## src/rtl/pfd_pkg.sv

```systemverilog
// Shared definitions for the sampled phase-frequency detector.
// Assumes nothing beyond IEEE 1800-2017 package support.
package pfd_pkg;

    // Comparison state: idle, one side leading, or common hold interval.
    typedef enum logic [1:0] {
        ST_IDLE     = 2'd0,
        ST_LEAD_REF = 2'd1,
        ST_LEAD_FB  = 2'd2,
        ST_HOLD     = 2'd3
    } pfd_state_t;

endpackage

```

## src/rtl/pfd_edge_sync.sv

```systemverilog
// Brings one asynchronous clock into the system domain and emits a
// one-cycle pulse per rising edge. The pulse is registered, so it is
// glitch-free. Assumes the input holds each level for at least one
// system-clock cycle and that STAGES is at least 2.
module pfd_edge_sync #(
    parameter int STAGES = 2
) (
    input  logic clk,
    input  logic rst_n,
    input  logic async_i,
    output logic edge_o
);

    logic [STAGES-1:0] sync_q;
    logic              prev_q;
    logic              level;

    assign level = sync_q[STAGES-1];

    // Shift the asynchronous level through the synchronizer chain.
    always_ff @(posedge clk) begin
        if (!rst_n) sync_q <= '0;
        else        sync_q <= {sync_q[STAGES-2:0], async_i};
    end

    // Keep the previous synchronized level and register the rising-edge pulse.
    always_ff @(posedge clk) begin
        if (!rst_n) begin
            prev_q <= 1'b0;
            edge_o <= 1'b0;
        end else begin
            prev_q <= level;
            edge_o <= level & ~prev_q;
        end
    end

    // A detected edge can never repeat in the next cycle.
    p_edge_single_r9: assert property (@(posedge clk) disable iff (!rst_n)
        edge_o |=> !edge_o);

endmodule

```

## src/rtl/pfd_phase_fsm.sv

```systemverilog
// Three-state phase/frequency comparison machine with a stretched common
// reset (the hold interval). Both outputs are decoded from a single state
// register, so their timing matches exactly. Edges seen during the hold
// are kept for the next comparison. Assumes hold_len_i is stable while a
// comparison or hold is in progress.
module pfd_phase_fsm
    import pfd_pkg::*;
#(
    parameter int HOLD_W = 4
) (
    input  logic              clk,
    input  logic              rst_n,
    input  logic              ref_edge_i,
    input  logic              fb_edge_i,
    input  logic [HOLD_W-1:0] hold_len_i,
    output logic              up_o,
    output logic              dn_o,
    output logic              lead_ref_o,
    output logic              lead_fb_o,
    output logic              close_o
);

    pfd_state_t        state_q, state_d;
    logic [HOLD_W-1:0] hold_cnt_q;
    logic [HOLD_W-1:0] hold_lim_q;
    logic              pend_ref_q, pend_fb_q;
    logic              pend_ref_d, pend_fb_d;
    logic              ref_eff, fb_eff;
    logic              hold_done, start, enter_hold;
    logic              hold_on;

    assign ref_eff   = ref_edge_i | pend_ref_q;
    assign fb_eff    = fb_edge_i  | pend_fb_q;
    assign hold_done = (state_q == ST_HOLD) && (hold_cnt_q >= hold_lim_q);
    assign start     = (state_q == ST_IDLE) || hold_done;
    assign hold_on   = (hold_len_i != '0);

    // Next-state and comparison-close decode.
    always_comb begin
        state_d = state_q;
        close_o = 1'b0;
        unique case (state_q)
            ST_IDLE, ST_HOLD: begin
                if (start) begin
                    if (ref_eff && fb_eff) begin
                        close_o = 1'b1;
                        state_d = hold_on ? ST_HOLD : ST_IDLE;
                    end else if (ref_eff) begin
                        state_d = ST_LEAD_REF;
                    end else if (fb_eff) begin
                        state_d = ST_LEAD_FB;
                    end else begin
                        state_d = ST_IDLE;
                    end
                end
            end
            ST_LEAD_REF: begin
                if (fb_edge_i) begin
                    close_o = 1'b1;
                    state_d = hold_on ? ST_HOLD : ST_IDLE;
                end
            end
            ST_LEAD_FB: begin
                if (ref_edge_i) begin
                    close_o = 1'b1;
                    state_d = hold_on ? ST_HOLD : ST_IDLE;
                end
            end
        endcase
    end

    assign enter_hold = (state_d == ST_HOLD) && ((state_q != ST_HOLD) || hold_done);

    // Pending-edge decode: keep edges seen during the hold or on a close cycle.
    always_comb begin
        pend_ref_d = 1'b0;
        pend_fb_d  = 1'b0;
        if (state_q == ST_HOLD && !hold_done) begin
            pend_ref_d = ref_eff;
            pend_fb_d  = fb_eff;
        end else if (state_q == ST_LEAD_REF && fb_edge_i) begin
            pend_ref_d = ref_edge_i;
        end else if (state_q == ST_LEAD_FB && ref_edge_i) begin
            pend_fb_d  = fb_edge_i;
        end
    end

    // State and pending-edge registers.
    always_ff @(posedge clk) begin
        if (!rst_n) begin
            state_q    <= ST_IDLE;
            pend_ref_q <= 1'b0;
            pend_fb_q  <= 1'b0;
        end else begin
            state_q    <= state_d;
            pend_ref_q <= pend_ref_d;
            pend_fb_q  <= pend_fb_d;
        end
    end

    // Hold-interval counter: load on entry, count up until the latched limit.
    always_ff @(posedge clk) begin
        if (!rst_n) begin
            hold_cnt_q <= '0;
            hold_lim_q <= '0;
        end else if (enter_hold) begin
            hold_cnt_q <= HOLD_W'(1);
            hold_lim_q <= hold_len_i;
        end else if (state_q == ST_HOLD && !hold_done) begin
            hold_cnt_q <= hold_cnt_q + HOLD_W'(1);
        end
    end

    // Output decode from the single state register.
    assign up_o       = (state_q == ST_LEAD_REF) || (state_q == ST_HOLD);
    assign dn_o       = (state_q == ST_LEAD_FB)  || (state_q == ST_HOLD);
    assign lead_ref_o = (state_q == ST_LEAD_REF);
    assign lead_fb_o  = (state_q == ST_LEAD_FB);

    // A lone rise of UP must follow a reference edge (held or fresh).
    p_up_rise_r2: assert property (@(posedge clk) disable iff (!rst_n)
        $rose(up_o) |-> $past(ref_eff));

    // A rise of DWN must follow a feedback edge (held or fresh).
    p_dn_rise_r3: assert property (@(posedge clk) disable iff (!rst_n)
        $rose(dn_o) |-> $past(fb_eff));

    // Overlap only starts when a non-zero hold was requested.
    p_overlap_needs_hold_r4: assert property (@(posedge clk) disable iff (!rst_n)
        $rose(up_o && dn_o) |-> ($past(hold_len_i) != '0));

    // The hold counter never runs past its latched limit.
    p_hold_bound_r5: assert property (@(posedge clk) disable iff (!rst_n)
        (state_q == ST_HOLD) |-> (hold_cnt_q <= hold_lim_q && hold_lim_q != '0));

    // Without a hold, both outputs are never high together.
    p_no_overlap_r7: assert property (@(posedge clk) disable iff (!rst_n)
        (hold_len_i == '0 && $past(hold_len_i) == '0 && $past(!(up_o && dn_o))) |-> !(up_o && dn_o));

endmodule

```

## src/rtl/pfd_err_counter.sv

```systemverilog
// Signed phase-error accumulator. It counts up on reference-leading
// cycles and down on feedback-leading cycles, saturating at the ends of
// its range. On a close it reports the final value, including the
// closing cycle, with a one-cycle strobe and restarts from zero. Assumes
// the two lead inputs are never high together.
module pfd_err_counter #(
    parameter int ERR_W = 8
) (
    input  logic                    clk,
    input  logic                    rst_n,
    input  logic                    inc_i,
    input  logic                    dec_i,
    input  logic                    close_i,
    output logic                    valid_o,
    output logic signed [ERR_W-1:0] err_o
);

    localparam logic signed [ERR_W-1:0] MAX_V = {1'b0, {(ERR_W-1){1'b1}}};
    localparam logic signed [ERR_W-1:0] MIN_V = {1'b1, {(ERR_W-1){1'b0}}};
    localparam logic signed [ERR_W-1:0] ONE   = ERR_W'(1);

    logic signed [ERR_W-1:0] cnt_q;
    logic signed [ERR_W-1:0] next_v;

    // Saturating step of the running count.
    always_comb begin
        next_v = cnt_q;
        if (inc_i && cnt_q != MAX_V)      next_v = cnt_q + ONE;
        else if (dec_i && cnt_q != MIN_V) next_v = cnt_q - ONE;
    end

    // Running count, result register and strobe.
    always_ff @(posedge clk) begin
        if (!rst_n) begin
            cnt_q   <= '0;
            err_o   <= '0;
            valid_o <= 1'b0;
        end else if (close_i) begin
            cnt_q   <= '0;
            err_o   <= next_v;
            valid_o <= 1'b1;
        end else begin
            cnt_q   <= next_v;
            valid_o <= 1'b0;
        end
    end

    // The strobe is one cycle wide.
    p_valid_single_r8: assert property (@(posedge clk) disable iff (!rst_n)
        valid_o |=> !valid_o);

    // The count restarts from zero after every close.
    p_clear_after_close_r8: assert property (@(posedge clk) disable iff (!rst_n)
        $past(close_i) |-> (cnt_q == '0));

    // Saturation: a count at a limit stays there while driven further out.
    p_no_wrap_r11: assert property (@(posedge clk) disable iff (!rst_n)
        ($past(cnt_q) == MAX_V && $past(inc_i) && !$past(close_i)) |-> (cnt_q == MAX_V));

endmodule

```

## src/rtl/pfd_sampled.sv

```systemverilog
// Top of the sampled three-state phase-frequency detector. It chains
// two edge synchronizers, the comparison machine and the error counter.
// Assumes both clock inputs are slow enough that each level lasts at
// least one system-clock cycle.
module pfd_sampled #(
    parameter int SYNC_STAGES = 2,
    parameter int ERR_W       = 8,
    parameter int HOLD_W      = 4
) (
    input  logic                    clk,
    input  logic                    rst_n,
    input  logic                    ref_clk_i,
    input  logic                    fb_clk_i,
    input  logic [HOLD_W-1:0]       hold_len_i,
    output logic                    up_o,
    output logic                    dn_o,
    output logic                    err_valid_o,
    output logic signed [ERR_W-1:0] err_o
);

    logic ref_edge, fb_edge;
    logic lead_ref, lead_fb, close;

    pfd_edge_sync #(.STAGES(SYNC_STAGES)) u_ref_sync (
        .clk(clk), .rst_n(rst_n), .async_i(ref_clk_i), .edge_o(ref_edge));

    pfd_edge_sync #(.STAGES(SYNC_STAGES)) u_fb_sync (
        .clk(clk), .rst_n(rst_n), .async_i(fb_clk_i), .edge_o(fb_edge));

    pfd_phase_fsm #(.HOLD_W(HOLD_W)) u_fsm (
        .clk(clk), .rst_n(rst_n),
        .ref_edge_i(ref_edge), .fb_edge_i(fb_edge), .hold_len_i(hold_len_i),
        .up_o(up_o), .dn_o(dn_o),
        .lead_ref_o(lead_ref), .lead_fb_o(lead_fb), .close_o(close));

    pfd_err_counter #(.ERR_W(ERR_W)) u_err (
        .clk(clk), .rst_n(rst_n),
        .inc_i(lead_ref), .dec_i(lead_fb), .close_i(close),
        .valid_o(err_valid_o), .err_o(err_o));

endmodule

```

## config.mk

```make
export PLATFORM = sky130hd
export DESIGN_NAME = pfd_sampled
export DESIGN_NICKNAME = d
export VERILOG_FILES = /design/src/rtl/pfd_pkg.sv /design/src/rtl/pfd_edge_sync.sv /design/src/rtl/pfd_phase_fsm.sv /design/src/rtl/pfd_err_counter.sv /design/src/rtl/pfd_sampled.sv
export SDC_FILE = /design/constraint.sdc
export NUM_CORES = 1
export LEC_CHECK = 0
export CAP_MARGIN = 20
export CORE_MARGIN = 2
export CORE_UTILIZATION = 50
export CTS_BUF_LIST = sky130_fd_sc_hd__clkbuf_4
export DETAILED_ROUTE_END_ITERATION = 8
export PLACE_DENSITY = 0.67
export SYNTH_ARGS = -nofsm -noshare
export SYNTH_HDL_FRONTEND = slang
export SYNTH_SLANG_ARGS = --single-unit
```

## constraint.sdc

```tcl
create_clock -name clk -period 2.37 [get_ports clk]
set_input_delay 0.5925 -clock clk [delete_from_list [all_inputs] [get_ports clk]]
set_output_delay 0.5925 -clock clk [all_outputs]
set_load 0.01 [all_outputs]
```

Word-level counts from Yosys, hierarchy flattened
Index checks and enable logic that the tools add are counted.
{"block": "word_totals", "reg_bits": 37, "input_bits": 8, "out_inout_bits": 11, "word_cells": 75}
{"block": "classes", "addsub": 3, "n_lt_le_gt_ge": 1, "eq_ne": 7, "mux": 23, "bitwise_logic": 7, "reduce_logical": 19}
{"op": "8-bit 2-to-1 mux", "n": 2}
{"op": "8-bit != test (second input constant)", "n": 2}
{"op": "2-bit 2-to-1 mux", "n": 7}
{"op": "1-bit 2-to-1 mux", "n": 12}
{"op": "8-bit by 2-bit adder with 8-bit output (second input constant)", "n": 1}
{"op": "1-bit logical AND", "n": 8}
{"op": "8-bit by 2-bit subtractor with 8-bit output (second input constant)", "n": 1}
{"op": "2-bit equality test (second input constant)", "n": 3}
{"op": "2-bit case mux with 3 select lines", "n": 1}
{"op": "2-bit OR reduction", "n": 3}
{"op": "4-bit by 1-bit adder with 4-bit output (second input constant)", "n": 1}
{"op": "4-bit greater-or-equal comparator", "n": 1}
{"op": "1-bit logical OR", "n": 4}
{"op": "4-bit nonzero test", "n": 1}
{"op": "1-bit inverter", "n": 3}
{"op": "1-bit case mux with 3 select lines", "n": 1}
{"op": "1-bit AND", "n": 2}
{"op": "2-bit by 1-bit equality test with 1-bit output (second input constant)", "n": 1}
{"op": "2-bit logical NOT", "n": 1}
{"op": "2-bit != test (second input constant)", "n": 1}
{"op": "1-bit bitwise OR", "n": 2}
{"op": "2-bit nonzero test", "n": 1}
{"op": "1-bit logical NOT", "n": 1}

Depth between registers and ports, before layout
{"block": "depth", "word_depth": 9, "mapped_depth": 9}

Hierarchy
A second synthesis with hierarchy kept.
{"block": "hier_totals", "hier_cells": 222, "hier_area_um2": 1991.9}
{"mod": "pfd_err_counter", "instances": 1, "cells_per_inst": 106, "area_per_inst_um2": 907.1}
{"mod": "pfd_phase_fsm", "instances": 1, "cells_per_inst": 100, "area_per_inst_um2": 862.1}
{"mod": "pfd_edge_sync", "instances": 2, "cells_per_inst": 8, "area_per_inst_um2": 111.4}

Worst setup path before layout
OpenSTA, ideal clock, no wires.
{"block": "synth_timing", "kind": "reg2reg", "start": "register u_fsm.hold_cnt_q[0]", "end": "register u_fsm.hold_cnt_q[2]", "arrival_time_ns": 2.034, "required_time_ns": 2.240, "path_slack_ns": 0.206, "stages_incl_launch_ff": 8, "path_buffers": 0, "synth_period_minus_slack_ns": 2.164, "path_cell_list": "dfxtp_1 inv_1 ha_1 or3b_2 a221o_1 nor2_2 nand4b_1 a311oi_1"}
{"block": "synth_via", "elab_chain_len": 8}
{"element": "start, declared", "line": "pfd_phase_fsm.sv:24", "text": "logic [HOLD_W-1:0] hold_cnt_q;"}
{"element": "start signal, assigned", "line": "pfd_phase_fsm.sv:110", "text": "hold_cnt_q <= hold_cnt_q + HOLD_W'(1);"}
{"element": "4-bit greater-or-equal comparator", "line": "pfd_phase_fsm.sv:34", "text": "assign hold_done = (state_q == ST_HOLD) && (hold_cnt_q >= hold_lim_q);"}
{"element": "1-bit logical AND", "line": "pfd_phase_fsm.sv:34"}
{"element": "1-bit logical OR", "line": "pfd_phase_fsm.sv:35", "text": "assign start = (state_q == ST_IDLE) || hold_done;"}
{"element": "2-bit 2-to-1 mux", "line": "pfd_phase_fsm.sv:44", "text": "if (start) begin"}
{"element": "2-bit case mux with 3 select lines", "line": "pfd_phase_fsm.sv:42", "text": "unique case (state_q)"}
{"element": "2-bit equality test", "line": "pfd_phase_fsm.sv:72", "text": "assign enter_hold = (state_d == ST_HOLD) && ((state_q != ST_HOLD) || hold_done);"}
{"element": "1-bit logical AND", "line": "pfd_phase_fsm.sv:72"}
{"element": "2-bit OR reduction (no source line)"}
Several ways; a longest one is shown, not always the timed one.
A chain may end at the register's enable or synchronous reset.

Worst setup path after layout
{"block": "layout_timing", "start": "input hold_len_i[2]", "end": "register u_fsm.hold_lim_q[3]"}
{"block": "layout_via", "elab_chain_len": 7}
{"element": "start, declared", "line": "pfd_sampled.sv:14", "text": "input logic [HOLD_W-1:0] hold_len_i,"}
{"element": "4-bit nonzero test (*)", "line": "pfd_phase_fsm.sv:36", "text": "assign hold_on = (hold_len_i != '0);"}
{"element": "2-bit 2-to-1 mux (*)", "line": "pfd_phase_fsm.sv:47, pfd_phase_fsm.sv:60, pfd_phase_fsm.sv:66"}
{"element": "2-bit 2-to-1 mux", "line": "pfd_phase_fsm.sv:45", "text": "if (ref_eff && fb_eff) begin"}
{"element": "2-bit 2-to-1 mux", "line": "pfd_phase_fsm.sv:44"}
{"element": "2-bit case mux with 3 select lines (*)", "line": "pfd_phase_fsm.sv:42"}
{"element": "2-bit equality test (*)", "line": "pfd_phase_fsm.sv:72"}
{"element": "1-bit logical AND (*)", "line": "pfd_phase_fsm.sv:72"}
{"element": "end signal, assigned", "line": "pfd_phase_fsm.sv:108", "text": "hold_lim_q <= hold_len_i;"}
{"element": "end, declared", "line": "pfd_phase_fsm.sv:25", "text": "logic [HOLD_W-1:0] hold_lim_q;"}
Mark *: on every way between the ends. The rest lies on a longest branch, timed or not.

==> flow_metrics.tcl <==
set metrics [dict create \
    status "completed" \
    synthTopCellsByArea "dfxtp_1 38%, ha_1 7.7%, mux2i_1 4.6%" \
    wl_per_cell_um 14.2 \
    synth_top_area_frac 0.382 \
    ys.flop_type "dfxtp_1" \
    ys_types 50 \
    clk_path_buf_depth 2 \
    globalplace.congestion 0.817 \
    synth_fp_nets 230 \
    num-nets-final 262 \
    p_leak_nw 0.965 \
    yosysTopAreaCell "dfxtp_1" \
    cts_sinks 37 \
    diodes 0 \
    seq_area_um2 744 \
    maxCapViolCount 0 \
    grt_pass1_vias 1538 \
    dieWidth_um 66.3 \
    r2r_cells 7 \
    synth_commonest_cells "37 x dfxtp_1, 19 x nand2_1, 16 x inv_1" \
    vias 1583 \
    die_y_um 66.3 \
    seq_area_frac_synth 0.382 \
    dp_cells 280 \
    utilization 0.633 \
    grt.total_usage 0.213 \
    port-buffer-count 18 \
    worstPathRequired_ns 2.63 \
    synth_seq_cells 37 \
    syn_area_um2 1940 \
    placed_area_um2 2240 \
    tightestPinTransition_ns 0.531 \
    cp.arrival_ns 2.57 \
    stdcell_area_um2 2330 \
    rsz0062_at_grt "no" \
    grt_start_max_net_pins 15 \
    core_area_um2 3690 \
    hold_viol 0 \
    path_class "in2reg" \
    drive_above_1_share 0.156 \
    totalWireLength_mm 4.13 \
    powerDensity_nw_per_um2 724 \
    whs_path_depth 1 \
    crit_fanout 5 \
    hold_path_class "reg2reg" \
    period_share 0.972 \
    path_clk_slew_ns 0.11 \
    pre_cts_ws_ns -0.365 \
    multi_input_area_um2 1120 \
    postRouteAntennaNets 0 \
    vias_per_cell 5.44 \
    setup_viol 0 \
    final_cells 291 \
    die_area_um2 4400 \
    clk_latency_ns 0.34 \
    root_buffer "clkbuf_4" \
    synth_area_per_cell_um2 9.24 \
    cts_tree "yes" \
    async_flop_share 0 \
    cp-start-kind "input pin" \
    p_total_mw 1.69 \
    drt_iter0_markers 81 \
    antenna_found_initial 0 \
    fin_skew_ns 0.00987 \
    grt_pass1_wl_mm 7.04 \
    initial_core_util 0.526 \
    synth_edf_count 0 \
    worstSetupEndpointType "register" \
    peakVddDrop_v 0.000367 \
    hpwlAfterDp_mm 3.11 \
    fmax_ghz 0.434 \
    yosysWarnings 0 \
    setup_ws_ns 0.0666 \
    io_pins 19 \
    fp-row-count 22 \
    synth_cells 210 \
    slew_viol_final 0 \
    max-slew-margin-rel 0.646 \
    cts_buffers 5 \
    drcViolationCount 0 \
    syn_to_final_growth_pct 20.3 \
    firstDrtPassIters 4 \
    fill_cells 330 \
    yosysMostFrequentCell "dfxtp_1" \
    grt-ovfl-total 0 \
    postCtsHoldBufs 0 \
    period_needed_ns 2.30 \
    cts_max_level 2 \
]
[layout by cell type (no fill, tap or decap), types with 5 or more instances in the layout]
cell / Yosys / final
dfxtp_1: 37 / 34
nand2_1: 19 / 19
inv_1: 16 / 16
clkdlybuf4s50_1: 0 / 16
and2_1: 13 / 13
buf_4: 0 / 13
ha_1: 12 / 11
mux2i_1: 9 / 9
nor2_1: 8 / 8
a21oi_1: 8 / 8
nand3_1: 7 / 7
o21ai_0: 7 / 7
a22o_1: 7 / 7
o211ai_1: 5 / 5
xnor2_1: 5 / 5
clkbuf_4: 0 / 5
[final cells by class]
type	instances	area share
clock buffer	5	0.0161
clock inverter	3	0.00750
inverter	16	0.0257
multi-input combinational	150	0.478
sequential	37	0.319
tap	48	0.0257
timing repair buffer	32	0.128
[report_power, final]
part	switching (mW)	internal [mW]	total (mW)
Combinational	0.330	0.279	0.609
Sequential	0.0780	0.684	0.762
Clock	0.206	0.112	0.318
Total	0.614	1.08	1.69
[kinds of logic after synthesis]
family	share of synthesized area
buffers and inverters	0.0503
adder cells (fa/ha/maj)	0.0774
multiplexers	0.0464
AND/OR/NAND/NOR	0.209
flip-flops	0.382
AO/OA/AOI/OAI	0.204
XOR/XNOR	0.0316
[what timing repair did]
action,CTS,global route
gates resized for setup,4,6
pin swaps,0,3
endpoints found under the hold margin,0,0
endpoints found under the setup margin,2,7
setup buffers,1,2
[flip-flops by register name, summed over array words and instances, names as in the netlist]
name and flops:
u_err.cnt_q 8, u_err.err_o 8, u_err.valid_o 1, u_fb_sync.edge_o 1, u_fb_sync.prev_q 1, u_fb_sync.sync_q 2, u_fsm.hold_cnt_q 4, u_fsm.hold_lim_q 4
u_fsm.pend_fb_q 1, u_fsm.pend_ref_q 1, u_fsm.state_q 2, u_ref_sync.edge_o 1, u_ref_sync.prev_q 1, u_ref_sync.sync_q 2
[final timing paths]
| path | start | endpoint | slack, ns |
|---|---|---|---|
| max | hold_len_i[2] | u_fsm.hold_lim_q[3] | 0.07 |
| min | u_ref_sync.prev_q | u_ref_sync.edge_o | 0.39 |
| max reg2reg | u_fsm.state_q[0] | u_fsm.hold_lim_q[3] | 0.14 |
| min reg2reg | u_ref_sync.prev_q | u_ref_sync.edge_o | 0.39 |
[per-layer routing]
| layer | wire length [um] | GRT usage | up-vias |
|---|---|---|---|
| met2 | 1890 | 0.346 | 31 |
| met1 | 2050 | 0.275 | 732 |
| met3 | 161 | 0.0511 | 4 |
| met5 | 0 | 0 | - |
| li1 | - | - | 816 |
| met4 | 31 | 0.0765 | 0 |
[critical path, stage by stage]
cell             delay (ns)
clkdlybuf4s50_1        0.53
nor4_4                 0.08
or3b_2                 0.48
a2bb2o_1               0.35
a31oi_4                0.29
mux2i_1                0.25
[stage by stage]
step / TNS (ns) / hold WS [ns]
floorplan: 0 / 0.367
global route: 0 / 0.417
detailed placement: -2.11 / 0.377
CTS: 0 / 0.394
global placement: -1.03 / 0.377
finish: 0 / 0.389
No activity file was read; power rests on OpenSTA's default activity.
